--- src/rtl/vrr_pkg.sv ---
// Package: shared widths and the table entry layout for the remapping unit.
// Assumes two register files, each addressed by a 5-bit architectural number.
package vrr_pkg;
    localparam int ARCH_W   = 5;
    localparam int PHYS_W   = 6;
    localparam int EW_W     = 2;
    localparam int ENTRIES  = 1 << ARCH_W;
    localparam int FILE_CNT = 2;

    typedef struct packed {
        logic              active;
        logic              vector;
        logic [PHYS_W-1:0] target;
        logic [EW_W-1:0]   ewidth;
    } map_entry_t;
endpackage

--- src/rtl/vrr_entry_bank.sv ---
// Module: one remap table of ENTRIES entries with one write and one read port.
// Assumes the write lands on the clock edge and the read is asynchronous,
// so a same-cycle read of the entry being written sees the old contents.
module vrr_entry_bank
    import vrr_pkg::*;
(
    input  logic              clk,
    input  logic              rst_n,
    input  logic              wr_en,
    input  logic [ARCH_W-1:0] wr_addr,
    input  map_entry_t        wr_data,
    input  logic [ARCH_W-1:0] rd_addr,
    output map_entry_t        rd_data
);
    map_entry_t mem [ENTRIES];

    // Store a written entry, or clear all of them on reset.
    always_ff @(posedge clk) begin
        if (!rst_n) begin
            for (int i = 0; i < ENTRIES; i++) begin
                mem[i] <= '0;
            end
        end else if (wr_en) begin
            mem[wr_addr] <= wr_data;
        end
    end

    // Present the addressed entry to the lookup path.
    always_comb begin
        rd_data = mem[rd_addr];
    end

    // A written entry holds the written contents one edge later.
    assert_write_lands_R9: assert property (@(posedge clk) disable iff (!rst_n)
        wr_en |=> (mem[$past(wr_addr)] == $past(wr_data)));
endmodule

--- src/rtl/vrr_resolve.sv ---
// Module: combinational translation of one table entry into the physical
// register, the next loop offset and the status flags.
// Assumes the sum and the increment wrap at PHYS_W bits.
module vrr_resolve
    import vrr_pkg::*;
(
    input  map_entry_t        entry,
    input  logic [ARCH_W-1:0] arch_reg,
    input  logic [PHYS_W-1:0] offs_in,
    output logic [PHYS_W-1:0] phys_out,
    output logic [PHYS_W-1:0] offs_out,
    output logic              vec_out,
    output logic              fault_out
);
    logic [PHYS_W-1:0] base;
    logic              stepping;

    // Choose the pass-through number or the stored target.
    always_comb begin
        base = entry.active ? entry.target : PHYS_W'(arch_reg);
    end

    // Only an enabled vector entry adds and advances the offset.
    always_comb begin
        stepping = entry.active && entry.vector;
        phys_out = stepping ? (base + offs_in) : base;
        offs_out = stepping ? (offs_in + PHYS_W'(1)) : offs_in;
        vec_out  = stepping;
    end

    // Flag any nonzero element-width code.
    always_comb begin
        fault_out = |entry.ewidth;
    end
endmodule

--- src/rtl/vreg_redirect.sv ---
// Module: top of the remapping unit. Holds one table per register file,
// routes the write to the selected table and resolves the lookup from the
// table chosen by lk_fp.
// Assumes callers sequence the loop offset; the lookup is single cycle.
module vreg_redirect
    import vrr_pkg::*;
(
    input  logic              clk,
    input  logic              rst_n,
    input  logic              wr_en,
    input  logic              wr_fp,
    input  logic [4:0]        wr_addr,
    input  logic              wr_active,
    input  logic              wr_vector,
    input  logic [5:0]        wr_target,
    input  logic [1:0]        wr_ewidth,
    input  logic              lk_fp,
    input  logic [4:0]        lk_reg,
    input  logic [5:0]        lk_offs,
    output logic [5:0]        phys_reg,
    output logic [5:0]        offs_next,
    output logic              is_vec,
    output logic              elw_fault
);
    map_entry_t wr_data;
    map_entry_t bank_rd [FILE_CNT];
    map_entry_t sel_entry;

    // Pack the write fields into one entry.
    always_comb begin
        wr_data = '{active: wr_active, vector: wr_vector,
                    target: wr_target, ewidth: wr_ewidth};
    end

    // One table per register file, each written only when selected.
    for (genvar f = 0; f < FILE_CNT; f++) begin : g_bank
        vrr_entry_bank bank_i (
            .clk     (clk),
            .rst_n   (rst_n),
            .wr_en   (wr_en && (int'(wr_fp) == f)),
            .wr_addr (wr_addr),
            .wr_data (wr_data),
            .rd_addr (lk_reg),
            .rd_data (bank_rd[f])
        );
    end

    // Pick the entry from the table named by the lookup.
    always_comb begin
        sel_entry = bank_rd[lk_fp];
    end

    vrr_resolve resolve_i (
        .entry     (sel_entry),
        .arch_reg  (lk_reg),
        .offs_in   (lk_offs),
        .phys_out  (phys_reg),
        .offs_out  (offs_next),
        .vec_out   (is_vec),
        .fault_out (elw_fault)
    );

    // Disabled entry passes the number through with no vector flag.
    assert_inactive_identity_R3: assert property (@(posedge clk) disable iff (!rst_n)
        !sel_entry.active |-> (phys_reg == {1'b0, lk_reg}) && !is_vec);

    // Non-vector results leave the offset untouched.
    assert_offs_hold_R4: assert property (@(posedge clk) disable iff (!rst_n)
        !is_vec |-> (offs_next == lk_offs));

    // Vector results advance the offset by one, wrapping.
    assert_vector_step_R5: assert property (@(posedge clk) disable iff (!rst_n)
        is_vec |-> (offs_next == lk_offs + 6'd1));

    // Vector flag implies an enabled vector entry.
    assert_vec_flag_R6: assert property (@(posedge clk) disable iff (!rst_n)
        is_vec |-> (sel_entry.active && sel_entry.vector));

    // Nonzero element width always faults.
    assert_fault_R7: assert property (@(posedge clk) disable iff (!rst_n)
        (sel_entry.ewidth != '0) |-> elw_fault);
endmodule

--- config.mk ---
export PLATFORM = sky130hd
export DESIGN_NAME = vreg_redirect
export DESIGN_NICKNAME = d
export VERILOG_FILES = /design/src/rtl/vrr_pkg.sv /design/src/rtl/vrr_entry_bank.sv /design/src/rtl/vrr_resolve.sv /design/src/rtl/vreg_redirect.sv
export SDC_FILE = /design/constraint.sdc
export NUM_CORES = 1
export LEC_CHECK = 0
export ABC_CLOCK_PERIOD_IN_PS = 8750
export BUFFER_PORTS_ARGS = -buffer_cell sky130_fd_sc_hd__buf_4
export CELL_PAD_IN_SITES_DETAIL_PLACEMENT = 1
export CELL_PAD_IN_SITES_GLOBAL_PLACEMENT = 2
export CORE_ASPECT_RATIO = 0.9
export CORE_MARGIN = 5
export CORE_UTILIZATION = 50
export DETAILED_ROUTE_END_ITERATION = 16
export GPL_ROUTABILITY_DRIVEN = 0
export MAX_ROUTING_LAYER = met4
export PLACE_DENSITY_LB_ADDON = 0.1
export SETUP_SLACK_MARGIN = 0.2
export SLEW_MARGIN = 0
export SYNTH_ARGS = -nofsm -noshare
export SYNTH_HDL_FRONTEND = slang
export SYNTH_SLANG_ARGS = --single-unit
--- constraint.sdc ---
create_clock -name clk -period 8.75 [get_ports clk]
set_clock_uncertainty 0.1 [all_clocks]
set_input_delay 1.75 -clock clk [delete_from_list [all_inputs] [get_ports clk]]
set_output_delay 1.75 -clock clk [all_outputs]
set_load 0.005 [all_outputs]
=== Word level (Yosys, flattened, before mapping) ===
Memory sizes are Yosys's and may differ from the RTL's.
Cells that the tools add are included.

* RAM bits: 640
* Logic and storage cells: 32
* Memories kept: 2
* Register bits: 0

{| class="wikitable"
|+ Memories
! memory !! depth !! width !! rd ports !! clocked after memory_dff !! write ports !! line !! text
|-
| g_bank[0].bank_i.mem || 32 || 10 || 1 || 0 || 32 || vrr_entry_bank.sv:15 || <nowiki>map_entry_t mem [ENTRIES];</nowiki>
|-
| g_bank[1].bank_i.mem || 32 || 10 || 1 || 0 || 32 || vrr_entry_bank.sv:15 ||
|}

* $add $sub $neg: 2
* Mux-type cells: 19
* $lt $le $gt $ge: 1
* Reductions and logical operators: 6
* Bitwise logic cells: 2

{| class="wikitable"
|+ Operators by type and width
! kind !! number
|-
| two-way mux 10 bit || 5
|-
| OR reduction 10 bit || 2
|-
| two-way mux 6 bit || 3
|-
| two-way mux 5 bit || 2
|-
| two-way mux 1 bit || 9
|-
| adder 6 x 1 -> 6 bit, second input constant || 1
|-
| adder 6 bit || 1
|-
| logical AND 1 bit || 3
|-
| >= comparator 2 bit, second input constant || 1
|-
| NOT 1 -> 2 bit || 1
|-
| OR reduction 2 bit || 1
|-
| NOT 1 bit || 1
|}

=== Longest topological paths before layout ===
Gate-level depths: netlist (run 1).

* Word-level depth: 7
* Depth in mapped cells: 21
* Depth with buffers taken out: 16

=== Cells and area by module ===
From an unflattened synthesis (run 1), not the netlist that was laid out.

* Cells, all modules: 2307
* Area total of the unflattened synthesis: 30633.1 um^2

{| class="wikitable"
|+ By module, submodules not included
! module !! area an instance (um^2) !! times used !! seq. area each (um^2) !! cells an instance
|-
| vrr_entry_bank || 15004.4 || 2 || 9609.2 || 1117
|-
| vrr_resolve || 450.4 || 1 || 0.0 || 60
|-
| vreg_redirect || 173.9 || 1 || 0.0 || 13
|}

=== Worst setup path before layout (run 1) ===
Ideal clock, no wire load.

* Kind: input to output
* Start point: in lk_reg[0]
* End point: out phys_reg[5]
* Buffers on the path: 5
* Setup slack: 1.852 ns
* Stages: 20
* Required time: 6.900 ns
* Arrival time: 5.048 ns
* Cells stage by stage: buf_6 > buf_12 > buf_8 > buf_8 > buf_4 > mux4_2 > a221oi_1 > nand2_1 > nand2_1 > nor3_1 > mux2i_1 > inv_1 > ha_1 > a211oi_1 > o21bai_1 > a21oi_1 > xor2_1 > a21oi_1 > xnor2_1 > nor2_1

* Word-level cells in the longest chain between the ends: 7

{| class="wikitable"
|+ RTL lines
! element !! line !! text
|-
| from (decl) || vreg_redirect.sv:18 || <nowiki>input logic [4:0] lk_reg,</nowiki>
|-
| memory read (32 x 10 bit) || -- ||
|-
| two-way mux 10 bit (not written as such) (3 in a row) || vreg_redirect.sv:50 || <nowiki>sel_entry = bank_rd[lk_fp];</nowiki>
|-
| two-way mux 6 bit || vrr_resolve.sv:20 || <nowiki>base = entry.active ? entry.target : PHYS_W'(arch_reg);</nowiki>
|-
| adder 6 bit || vrr_resolve.sv:26 || <nowiki>phys_out = stepping ? (base + offs_in) : base;</nowiki>
|-
| two-way mux 6 bit (*) || vrr_resolve.sv:26 ||
|-
| to (decl) || vreg_redirect.sv:20 || <nowiki>output logic [5:0] phys_reg,</nowiki>
|}

Mark *: on every way between the ends. The rest lies on a longest branch, timed or not. The select of a mux whose other input is x is not followed.

=== Final worst setup path (run 1) ===
Ends and elaborated chain as after synthesis.

==> flow_results.org, run 1 <==
** Layout
- The post-route netlist has 16.1% of its cells at a drive strength greater than 1.
- Filler Cell Count :: 5623
- The register with the most flip-flops in the layout has 640 of them.
- Post-route cell area :: between 30000 and 40000 um2
- Sequential cell area :: roughly 19000 um2
- The largest registers in the layout are g_bank.bank_i.mem: 640 flops.
- Total area of multi-input combinational cells :: 9850 um2
- Relative to the synthesized area, the layout overhead comes to 11.7%.
- Reg with most FFs :: g_bank.bank_i.mem
- The final layout contains ~2200 nets.
- The repair_antennas step left the layout with diodes totalling 0.
- Once layout is complete, the utilization of the core stands at 56.1%.

** Route
- After detailed routing, the average wire length per cell comes to 28.7 um.
- After the first detailed-routing iteration, the DRC count stood at roughly 1700.
- Remaining number of nets flagged by the antenna check after routing :: 0
- After detailed routing, the met2 layer carries 41300 um of wire.
- In this run the top signal layer used is met4.
- The first detailed-routing pass took 5 iterations.
- Met1 routed wirelength after detailed routing :: 37000 um
- Overall routed net length :: 85400 um
- DRC violations left :: 0
- Detail-routed via count per cell :: 6.03
- Via Count :: 17900
- Routed met3 length :: 5250 um

** STA
- Max-slew headroom at the worst pin :: 27.1%
- The number of max-slew violations in the final report is 0.
- For the pin with the worst max-slew slack, the measured transition is 1090 ps.
- Final setup viols :: 0
- Final Critical Period :: 8080 ps
- Accumulated negative setup slack :: 0 ps
- Hold Vio Cnt, Final :: 0
- Static timing analysis puts the maximum clock frequency at ~120 MHz.
- Of the available clock period, the critical path in the final layout requires 92.4%.
- Setup repair after global routing missed its margin :: no

** GRT
- After global routing the overflow that remains totals 0.
- All-layer global routing usage :: 27.2%
- Vias in the first global route :: about 19000
- The first global-routing pass estimated about 130000 um of wire.
- Maximum number of pins on one net before global-route repair :: 65
- The initial antenna violation count is 2.

** Synthesis
- Synthesized Nets :: 2120
- Yosys printed 0 warnings.
- In the synthesized netlist the dominant register cell turns out to be edfxtp_1.
- The synthesized netlist contains 64 unique library cells.
- A synthesized cell averages approximately 14 um2.
- Netlist area before placement :: between 20000 and 30000 um2
- By count the netlist is led by and2_1 (646), edfxtp_1 (640), nor2_1 (112).
- Yosys attributes the largest share of cell area to edfxtp_1 (64%), and2_1 (14%), mux4_2 (7.5%).
- Flip-flop and latch count after synthesis :: 640
- Cell with the most instances after synthesis :: and2_1
- FFs w/ async S/R, synth :: 0%
- Summed over all instances, the cell type with the most area after synthesis is edfxtp_1.
- Synthesis produced a netlist whose cell count is 2082.
- Summing the sequential cell areas from Yosys gives 64.4% of the chip area.
- Counting flops with a built-in enable in the synthesized netlist gives 640.
- Of the post-synthesis cell area, the dominant cell type holds 64.4%.

** Clock network
- The longest clock path from root to sink contains 3 buffers.
- The clock tree synthesis step divided the H-tree into 3 levels.
- For this design, the sink count on the clock tree is 640.
- Once the clock tree was built, the setup fixing pass inserted 0 buffers.
- For this design, the CTS-stage hold fixing added 0 buffers.
- The root buffer cell chosen for the clock tree is clkbuf_16.
- Clock tree synthesis inserted a total of 71 buffers.
- Clock tree from TritonCTS :: done
- Clk pin slew, worst setup/hold paths :: about 60 ps
- Post-cts gate resize count :: 0

** Pwr
- Sequential cells burn between 50% and 60% of the power.
- Proportion of total power due to net switching :: 23.4%
- Share of total power in the clock network :: 40.6%
- After layout, the design draws a total of about 7.0 mW.
- Maximum VDD drop :: about 160 uV
- Logic gate share of total power :: 8.6%
- P_sw :: 1.65 mW
- Static leakage :: about 12 nW
- Dividing total power by cell area gives a power density of 211 nW/um2.
- Cell internal power was estimated by the tool at 5.40 mW.

** Critical path
- Of all nets on the critical path, the largest fanout is 44.
- STA puts the critical path data required time at 6900 ps.
- For the worst setup path, the data arrival time is just over 6000 ps.
- Crit. End Element :: output port
- The critical path goes through buf_8, buf_4, buf_4, mux4_2, nand2_1, nand2_1, a21oi_1, nor3_1, mux2i_1, inv_1, ha_1, a211oi_1, o21bai_1, a21oi_1, xor2_1, a21oi_1, xnor2_1, nor2_1, buf_4.
- Setup CP Type :: in2out
- STA classifies the critical path startpoint as an input port.
- Cell with the biggest individual delay on the critical path :: mux4_2
- Worst stage delay on the critical path :: 500 ps

** Run status
- Status :: completed

** Run
- Across the run, the number of max-cap violations was 0.

** Placement
- Buffers placed on the I/O ports in this run total 44.
- In this run the cell area measured after placement is between 30000 and 40000 um2.
- Placed wire-length estimate after detailed placement :: 55300 um

** Floorplan
- Once the floorplan was initialized, standard cells occupied 50.2% of the core.
- The die is 242 um tall.
- Core box area :: 59500 um2
- In this run the core area contains 85 standard-cell rows.
- In this run the horizontal extent of the chip is 268 um.
- Area of the die :: 64700 um2
- For this design the top-level I/O count stands at 45.

** Worst hold path
- The worst hold path belongs to the class in2reg.
## through the flow
step	hold WS (ps)	cells	worst slack, ps
global route	1660	2976	520
detailed placement	2240	2849	712
CTS	1600	2976	713
global placement	2230	2849	698
floorplan	2110	2082	1850
finish	1620	2976	669
## per-layer routing
| metal | track usage (%) | vias up |
|---|---|---|
| met4 | 5.56 | 0 |
| li1 | - | 7785 |
| met2 | 42.7 | 571 |
| met1 | 38.3 | 9454 |
| met5 | - | - |
| met3 | 4.52 | 128 |
## power groups by stage
| stage | Sequential [mW] | Clock [mW] | Combinational [mW] |
|---|---|---|---|
| final | 3.58 | 2.86 | 0.607 |
| after global routing | 3.59 | 3.05 | 0.642 |
| after CTS | 3.58 | 2.91 | 0.608 |
| after detailed placement | 3.64 | 0 | 0.605 |
| after global placement | 3.63 | 0 | 0.596 |
| after floorplan | 3.62 | 0 | 0.359 |
## critical path: cells and delay by family
family / cells / cell delay, ps
buf+inv: 5 / 1330
compound gates: 5 / 1010
mux: 2 / 780
simple gates: 4 / 580
xor+xnor: 2 / 330
fa+ha+maj: 1 / 310
## path summary, 6_finish.rpt
kind | slack [ps] | to | start | cells past startpoint
setup / recovery | 670 | phys_reg[5] | lk_reg[0] | 19
hold / removal | 1620 | g_bank[0].bank_i.mem[9][8]$_SDFFCE_PN0P_ | rst_n | 2
## final cells by class
type,count,share of cell area [%]
repair buffers,140,3.22
flip-flops and latches,640,57.6
well taps,783,2.94
clock buffers,93,5.83
multi-input cells,1278,29.5
inverters,8,0.0901
clock inverters,34,0.754
## cells in the final DEF, fill, tap and decap left out, drive strengths merged, types with 4 or more instances in the layout
cell type    n
and2       647
buf        140
mux2         7
nand3       14
o21ai       75
xor2         5
a211oi      13
mux4       117
xnor2        4
ha           6
nand3b       4
a221oi      16
nor2b        7
clkinvlp     4
nand2       52
a21o         4
clkbuf      93
a22o         4
clkinv      24
inv         11
edfxtp     640
nor3        37
mux2i       40
a22oi       29
nor2       112
a21oi       45
## logic make-up after synthesis
| family | Yosys count | share of synthesized area [%] |
|---|---|---|
| simple gates | 887 | 17.1 |
| compound gates | 211 | 4.62 |
| xor+xnor | 9 | 0.264 |
| mux | 164 | 10.7 |
| buf+inv | 164 | 2.66 |
| fa+ha+maj | 7 | 0.318 |
| flops | 640 | 64.4 |
Note: power is estimated with default switching activity, not from simulation.
==> run 2: changes to the inputs <==
BUFFER_PORTS_ARGS = -buffer_cell sky130_fd_sc_hd__buf_2   (was -buffer_cell sky130_fd_sc_hd__buf_4)
==> run 2 against run 1 <==
Against the previous run:
- sequential cell count did not move
- worst setup slack got worse by 26 ps
- maximum frequency fell by 0.33%
- critical path type unchanged
- combinational power barely moved
- first-iteration DRC count rose by 12%
- critical endpoint unchanged
- non-clock buffer count rose by 14
==> flow_results.org, run 2 (synthesis results as in run 1) <==
** Route
- Detail-routed via count per cell :: 6.02
- Remaining number of nets flagged by the antenna check after routing :: 0
- For this block, the via count after detailed routing is 18000.
- DRC marker count from the first detailed-route iteration :: approximately 1900
- DRC violations left :: 0
- After detailed routing, the average wire length per cell comes to 28.9 um.
- Overall routed net length :: 86300 um
- The pre-antenna-repair detailed-routing pass consisted of 7 iterations.

** GRT
- Global-route met1 utilization :: 38.7%
- Gr busiest metal :: met2
- After global routing the overflow that remains totals 0.
- Global-route track usage on met2 :: 41.3%
- Maximum number of pins on one net before global-route repair :: 67
- Vias in the first global route :: 18700
- For this run, global-route usage on met3 was measured as 5.08%.
- Wire length of the first global-routing pass :: 127000 um
- Number of antenna violations at the first check in global routing :: 5
- All-layer global routing usage :: a little over a quarter

** STA
- Worst-case setup margin in the final layout :: 643 ps
- Setup violations remaining at the end of the flow were counted as 0.
- In this run the tightest slew margin relative to its limit is between 10% and 20%.
- Of the available clock period, the critical path in the final layout requires slightly above 90%.
- Setup repair after global routing missed its margin :: no
- The clock period could shrink to 8110 ps.
- Timing would allow up to between 100 and 150 MHz.
- The final-report hold violation count is 0.
- The number of max-slew violations in the final report came to 0.
- Adding up every negative setup slack in the final design gives 0 ps.
- Measured slew at the worst slew-check pin :: 1210 ps

** Pwr
- Static leakage :: 11.7 nW
- Power per Cell Area :: roughly 210 nW/um2
- Across the VDD grid, the largest voltage drop is 155 uV.

** Critical path
- Crit. End Element :: output port
- Family of cells with the greatest summed delay on the critical path :: compound AO/OA/AOI/OAI gates
- Critical Path, Cell by Cell :: buf_8, mux4_1, a32o_1, a31oi_1, and4_4, or2_2, mux2i_1, inv_1, ha_1, a211oi_1, o21bai_1, a21oi_1, xor2_1, a21oi_1, xnor2_1, nor2_1, buf_2
- Cell with the biggest individual delay on the critical path :: mux4_1
- Among the stages of the critical path, the cell type that occurs most often is a21oi_1.
- Data on the critical path arrives at its endpoint at 6260 ps.
- In this run the worst path has a maximum fanout of 44.
- The critical path starts at lk_reg[0].
- The critical path in this run is classified as in2out.
- Worst stage delay on the critical path :: approximately 640 ps
- Worst endpoint required time :: between 6000 and 7000 ps
- CP startpoint kind :: input port
- Combined buffer and inverter count along the critical path :: 3

** Worst hold path
- Path type of the worst min-delay path :: in2reg
- The worst hold path begins at wr_target[1].

** Clock network
- The tree is rooted in a clkbuf_16.
- Gates resized during post-CTS repair numbered 0.
- For this design, the sink count on the clock tree is 640.
- Total setup buffers inserted after CTS :: 0
- Number of clock buffers inserted by TritonCTS :: 69
- The clock tree synthesis step divided the H-tree into 3 levels.
- After clock tree synthesis, the flow added hold-fix buffers numbering 0.
- TritonCTS built the clock tree.
- Clk pin slew, worst setup/hold paths :: 60 ps
- Counting along the longest clock path gives a buffer depth of 3.

** Layout
- Final Non-Filler Cells :: 2987
- Number of flip-flops in the largest register :: 640
- Leaving out fill and tap cells, the most frequent cell in the layout is and2_1.
- In the final design database the tool counted 2189 nets.
- Share of post-route cells with drive strength above 1 :: between 15 and 20%
- Most frequent cells in the layout :: and2_1 (646), edfxtp_1 (640), nor2_1 (112)
- The area growth from synthesis to layout is 11.3%.
- Largest registers in the final layout :: g_bank.bank_i.mem: 640 flops
- Reg with most FFs :: g_bank.bank_i.mem

** Placement
- Before CTS, the worst setup slack after placement is 738 ps.
- Number of cells after detailed placement :: 2863
- Number of port buffers :: 44
- Placed wire-length estimate after detailed placement :: ~56000 um

** Run
- Across the run, the number of max-cap violations was 0.

** Run status
- Status :: completed

** Floorplan
- The die covers 64700 um2.
- For this configuration, the core starts out at a cell density of 50.2%.
- Overall die height :: 242 um
- The die is 268 um wide.
- 45 I/O pins were placed.
- The initialized floorplan defines 85 standard-cell rows.
- Core box area :: 59500 um2
run 2: changes by cell type in the layout (fill, tap and decap cells not counted), moves of 3 or more:
cell        change
buf_2          +42
buf_4          -30
diode_2         +5
clkinvlp_4      -4
clkbuf_16       -3
run 2: area by class of cell:
| type | instances | area, um2 |
|---|---|---|
| flip-flops and latches | 640 | 19200 |
| diodes | 5 | 12.5 |
| clock buffers | 92 | 1880 |
| clock inverters | 27 | 170 |
| inverters | 8 | 30.0 |
| well taps | 783 | 980 |
| repair buffers | 154 | 1100 |
| fillers | 5632 | 26200 |
| multi-input cells | 1278 | 9850 |
run 2: metrics by stage:
stage          power [mW]  area [um2]  hold WS [ps]  utilization [%]
4_1_cts              6.96       33200          1870             55.9
2_1_floorplan        3.97       29900          2110                -
3_3_place_gp         4.23       31200          2500             52.4
5_1_grt              7.14       33200          1880             55.9
3_5_place_dp         4.24       31200          2520             52.4
6_report             6.91       33200          1890             55.9
run 2: tightest hold or removal path, stage by stage:
cell,delay (ps)
buf_2,90
buf_4,320
and2_1,240
run 2: power by group:
group | switching [mW] | internal [mW]
Sequential | 0.0527 | 3.53
Combinational | 0.389 | 0.215
Clock | 1.19 | 1.54
run 2: routing by layer:
metal	share of wire, %	up-vias	routed length, um
met1	44	9474	37600
met5	0	-	0
met3	6.1	128	5250
li1	-	7804	-
met2	48	584	41100
met4	2.8	0	2380
run 2: final timing paths:
kind / to / slack [ps] / cells past startpoint
worst min-delay path: g_bank[1].bank_i.mem[16][3]$_SDFFCE_PN0P_ / 1890 / 3
worst max-delay path: phys_reg[5] / 640 / 17
==> run 3: changes to the inputs <==
CTS_BUF_LIST = sky130_fd_sc_hd__clkbuf_16   (was unset)
==> run 3 against run 2 <==
Against the previous run:
- worst setup slack better by 3.2 ps
- maximum frequency about the same
- total power down 0.33%
- wire length about the same
- clock power about the same
- sequential cell count unchanged
- first-iteration DRC count up 4.5%
- design area unchanged
- critical path type unchanged
==> flow_results.org, run 3 (synthesis results as in run 1) <==
** Pwr
- Static leakage :: 11.7 nW
- The worst-case IR drop observed on VDD is between 150 and 200 uV.
- The completed layout was analyzed and its total power is 6.89 mW.
- For this design the ratio of total power to cell area is roughly 210 nW/um2.

** Placement
- The HPWL after detailed placement is 55900 um.
- Summing all placed instances gives a cell area of 31200 um2.
- Number of port buffers :: 44
- After detailed placement, the design holds a cell count of 2863.

** Clock network
- Clk pin slew, worst setup/hold paths :: 60 ps
- TritonCTS built the clock tree.
- In this run, post-CTS hold repair placed 0 buffers.
- Clock net sink count :: between 600 and 700
- Total setup buffers inserted after CTS :: 0
- Maximum buffer depth of the clock tree :: 3
- Cell at the root of the clock tree :: clkbuf_16
- In this run, CTS created clock tree buffers numbering 69.
- Post-cts gate resize count :: 0
- Number of H-tree levels :: 3

** Layout
- g_bank.bank_i.mem holds more flip-flops than any other register.
- The register with the most flip-flops in the layout has 640 of them.
- Total area of multi-input combinational cells :: 9850 um2
- In the final layout, the share of cells above drive strength 1 is between 10% and 20%.
- For this run, the number of standard cells in the final layout without fillers is 2987.
- With fillers left out, the area of the finished cells amounts to ~33000 um2.
- Final layout net count :: 2189
- Leaving out fill and tap cells, the most frequent cell in the layout is and2_1.
- Area overhead of the layout relative to synthesis :: 11.3%
- Largest registers in the final layout :: g_bank.bank_i.mem: 640 flops
- Filler Cell Count :: about 5600
- In the layout the commonest cells are and2_1 (646), edfxtp_1 (640), nor2_1 (112).
- Sequential cell area :: 19200 um2

** Worst hold path
- The path with the worst hold slack has its endpoint at g_bank[1].bank_i.mem[16][3]$_SDFFCE_PN0P_.
- Along the worst hold path, the cell count comes to 3.
- The startpoint identified for the worst hold timing path is wr_target[1].
- Path type of the worst min-delay path :: in2reg

** Critical path
- Arrival time at the worst endpoint :: around 6300 ps
- CP startpoint kind :: input port
- Top fanout value on the critical path :: 44
- The setup path with the least slack is of type in2out.
- Crit. End Element :: output port
- Data on the critical path is required at its endpoint by 6900 ps.

** STA
- Hold WS :: 1880 ps
- Final Critical Period :: 8100 ps
- Setup repair after global routing left no endpoint under its margin.
- Tcrit/Tclk final :: 92.6%
- The final-report hold violation count was 0.
- Accumulated negative setup slack :: 0 ps
- Max-slew headroom at the worst pin :: 19.9%
- Measured slew at the worst slew-check pin :: 1200 ps
- Static timing analysis puts the maximum clock frequency at 123 MHz.
- Pins Over Slew Limit :: 0
- Setup violations remaining at the end of the flow were counted as 0.

** Floorplan
- The die is about 240 um tall.
- Core box area :: 59500 um2
- Width of the die :: roughly 270 um
- For this design the top-level I/O count stands at 45.
- Row generation in the floorplan step produced 85 rows.
- Initial core utilization :: 50.2%
- Area of the die :: 64700 um2

** Route
- Met1 routed wirelength after detailed routing :: approximately 37000 um
- Detail-routed via count per cell :: 6.02
- The first detailed-routing pass ran for 6 iterations.
- Amount of wire on met2 after detailed routing :: 41100 um
- Top routing layer used :: met4
- Summed over all nets, wire length on met3 after detailed routing comes to approximately 5300 um.
- Remaining number of nets flagged by the antenna check after routing :: 0
- Overall routed net length :: between 80000 and 90000 um
- Via Count :: 18000
- In the final routed layout, each cell accounts on average for 28.9 um.
- DRC violations left :: 0
- DRC marker count from the first detailed-route iteration :: ~2000

** GRT
- Number of antenna violations at the first check in global routing :: 5
- Maximum number of pins on one net before global-route repair :: 67
- Vias in the first global route :: 18700
- Total gr overflow :: 0
- All-layer global routing usage :: 27.4%
- Wire length of the first global-routing pass :: approximately 130000 um

** Run
- # Max-Cap Violations :: 0

** Run status
- The run finished with clean final reports.
## run 3: cell count changes in the layout (fill, tap and decap cells not counted)
cell	delta
inv_1	+20
clkbuf_1	-20
## run 3: metal layers
layer / global-route usage (%) / up-vias
li1: - / 7802
met1: 38.7 / 9477
met2: 41.3 / 584
met3: 5.08 / 129
met4: 7.91 / 0
met5: - / -
## run 3: where the power goes
part,leakage [nW],internal (mW),switching [mW],total [mW]
clock network,1.08,1.51,1.19,2.71
registers,6.08,3.53,0.0525,3.58
logic,4.58,0.215,0.389,0.604
## run 3: through the flow
stage	setup slack (ps)	utilization, %
floorplan	1850	-
global placement	758	52.4
detailed placement	738	52.4
CTS	713	55.9
global route	415	55.9
finish	646	55.9
## run 3: worst max-delay path by stage
stage | end | slack, ps | start
2_1_floorplan | phys_reg[5] | 1850 | lk_reg[0]
3_3_place_gp | phys_reg[5] | 760 | lk_reg[0]
3_5_place_dp | phys_reg[5] | 740 | lk_reg[0]
4_1_cts | phys_reg[5] | 710 | lk_reg[0]
5_1_grt | phys_reg[5] | 410 | lk_reg[0]
6_report | phys_reg[5] | 650 | lk_reg[0]
## run 3: critical path, cell delays in order
cell	delay, ps
buf_8	390
mux4_1	640
a32o_1	320
a31oi_1	210
and4_4	290
or2_2	330
mux2i_1	330
inv_1	80
ha_1	300
a211oi_1	330
o21bai_1	120
a21oi_1	180
xor2_1	190
a21oi_1	80
xnor2_1	150
nor2_1	280
buf_2	180
## run 3: final cells by class
cell class | instances | share of cell area, %
multi-input cells | 1278 | 29.6
clock inverters | 47 | 0.738
flip-flops and latches | 640 | 57.8
inverters | 8 | 0.0904
well taps | 783 | 2.95
clock buffers | 72 | 5.42
repair buffers | 154 | 3.31
diodes | 5 | 0.0376
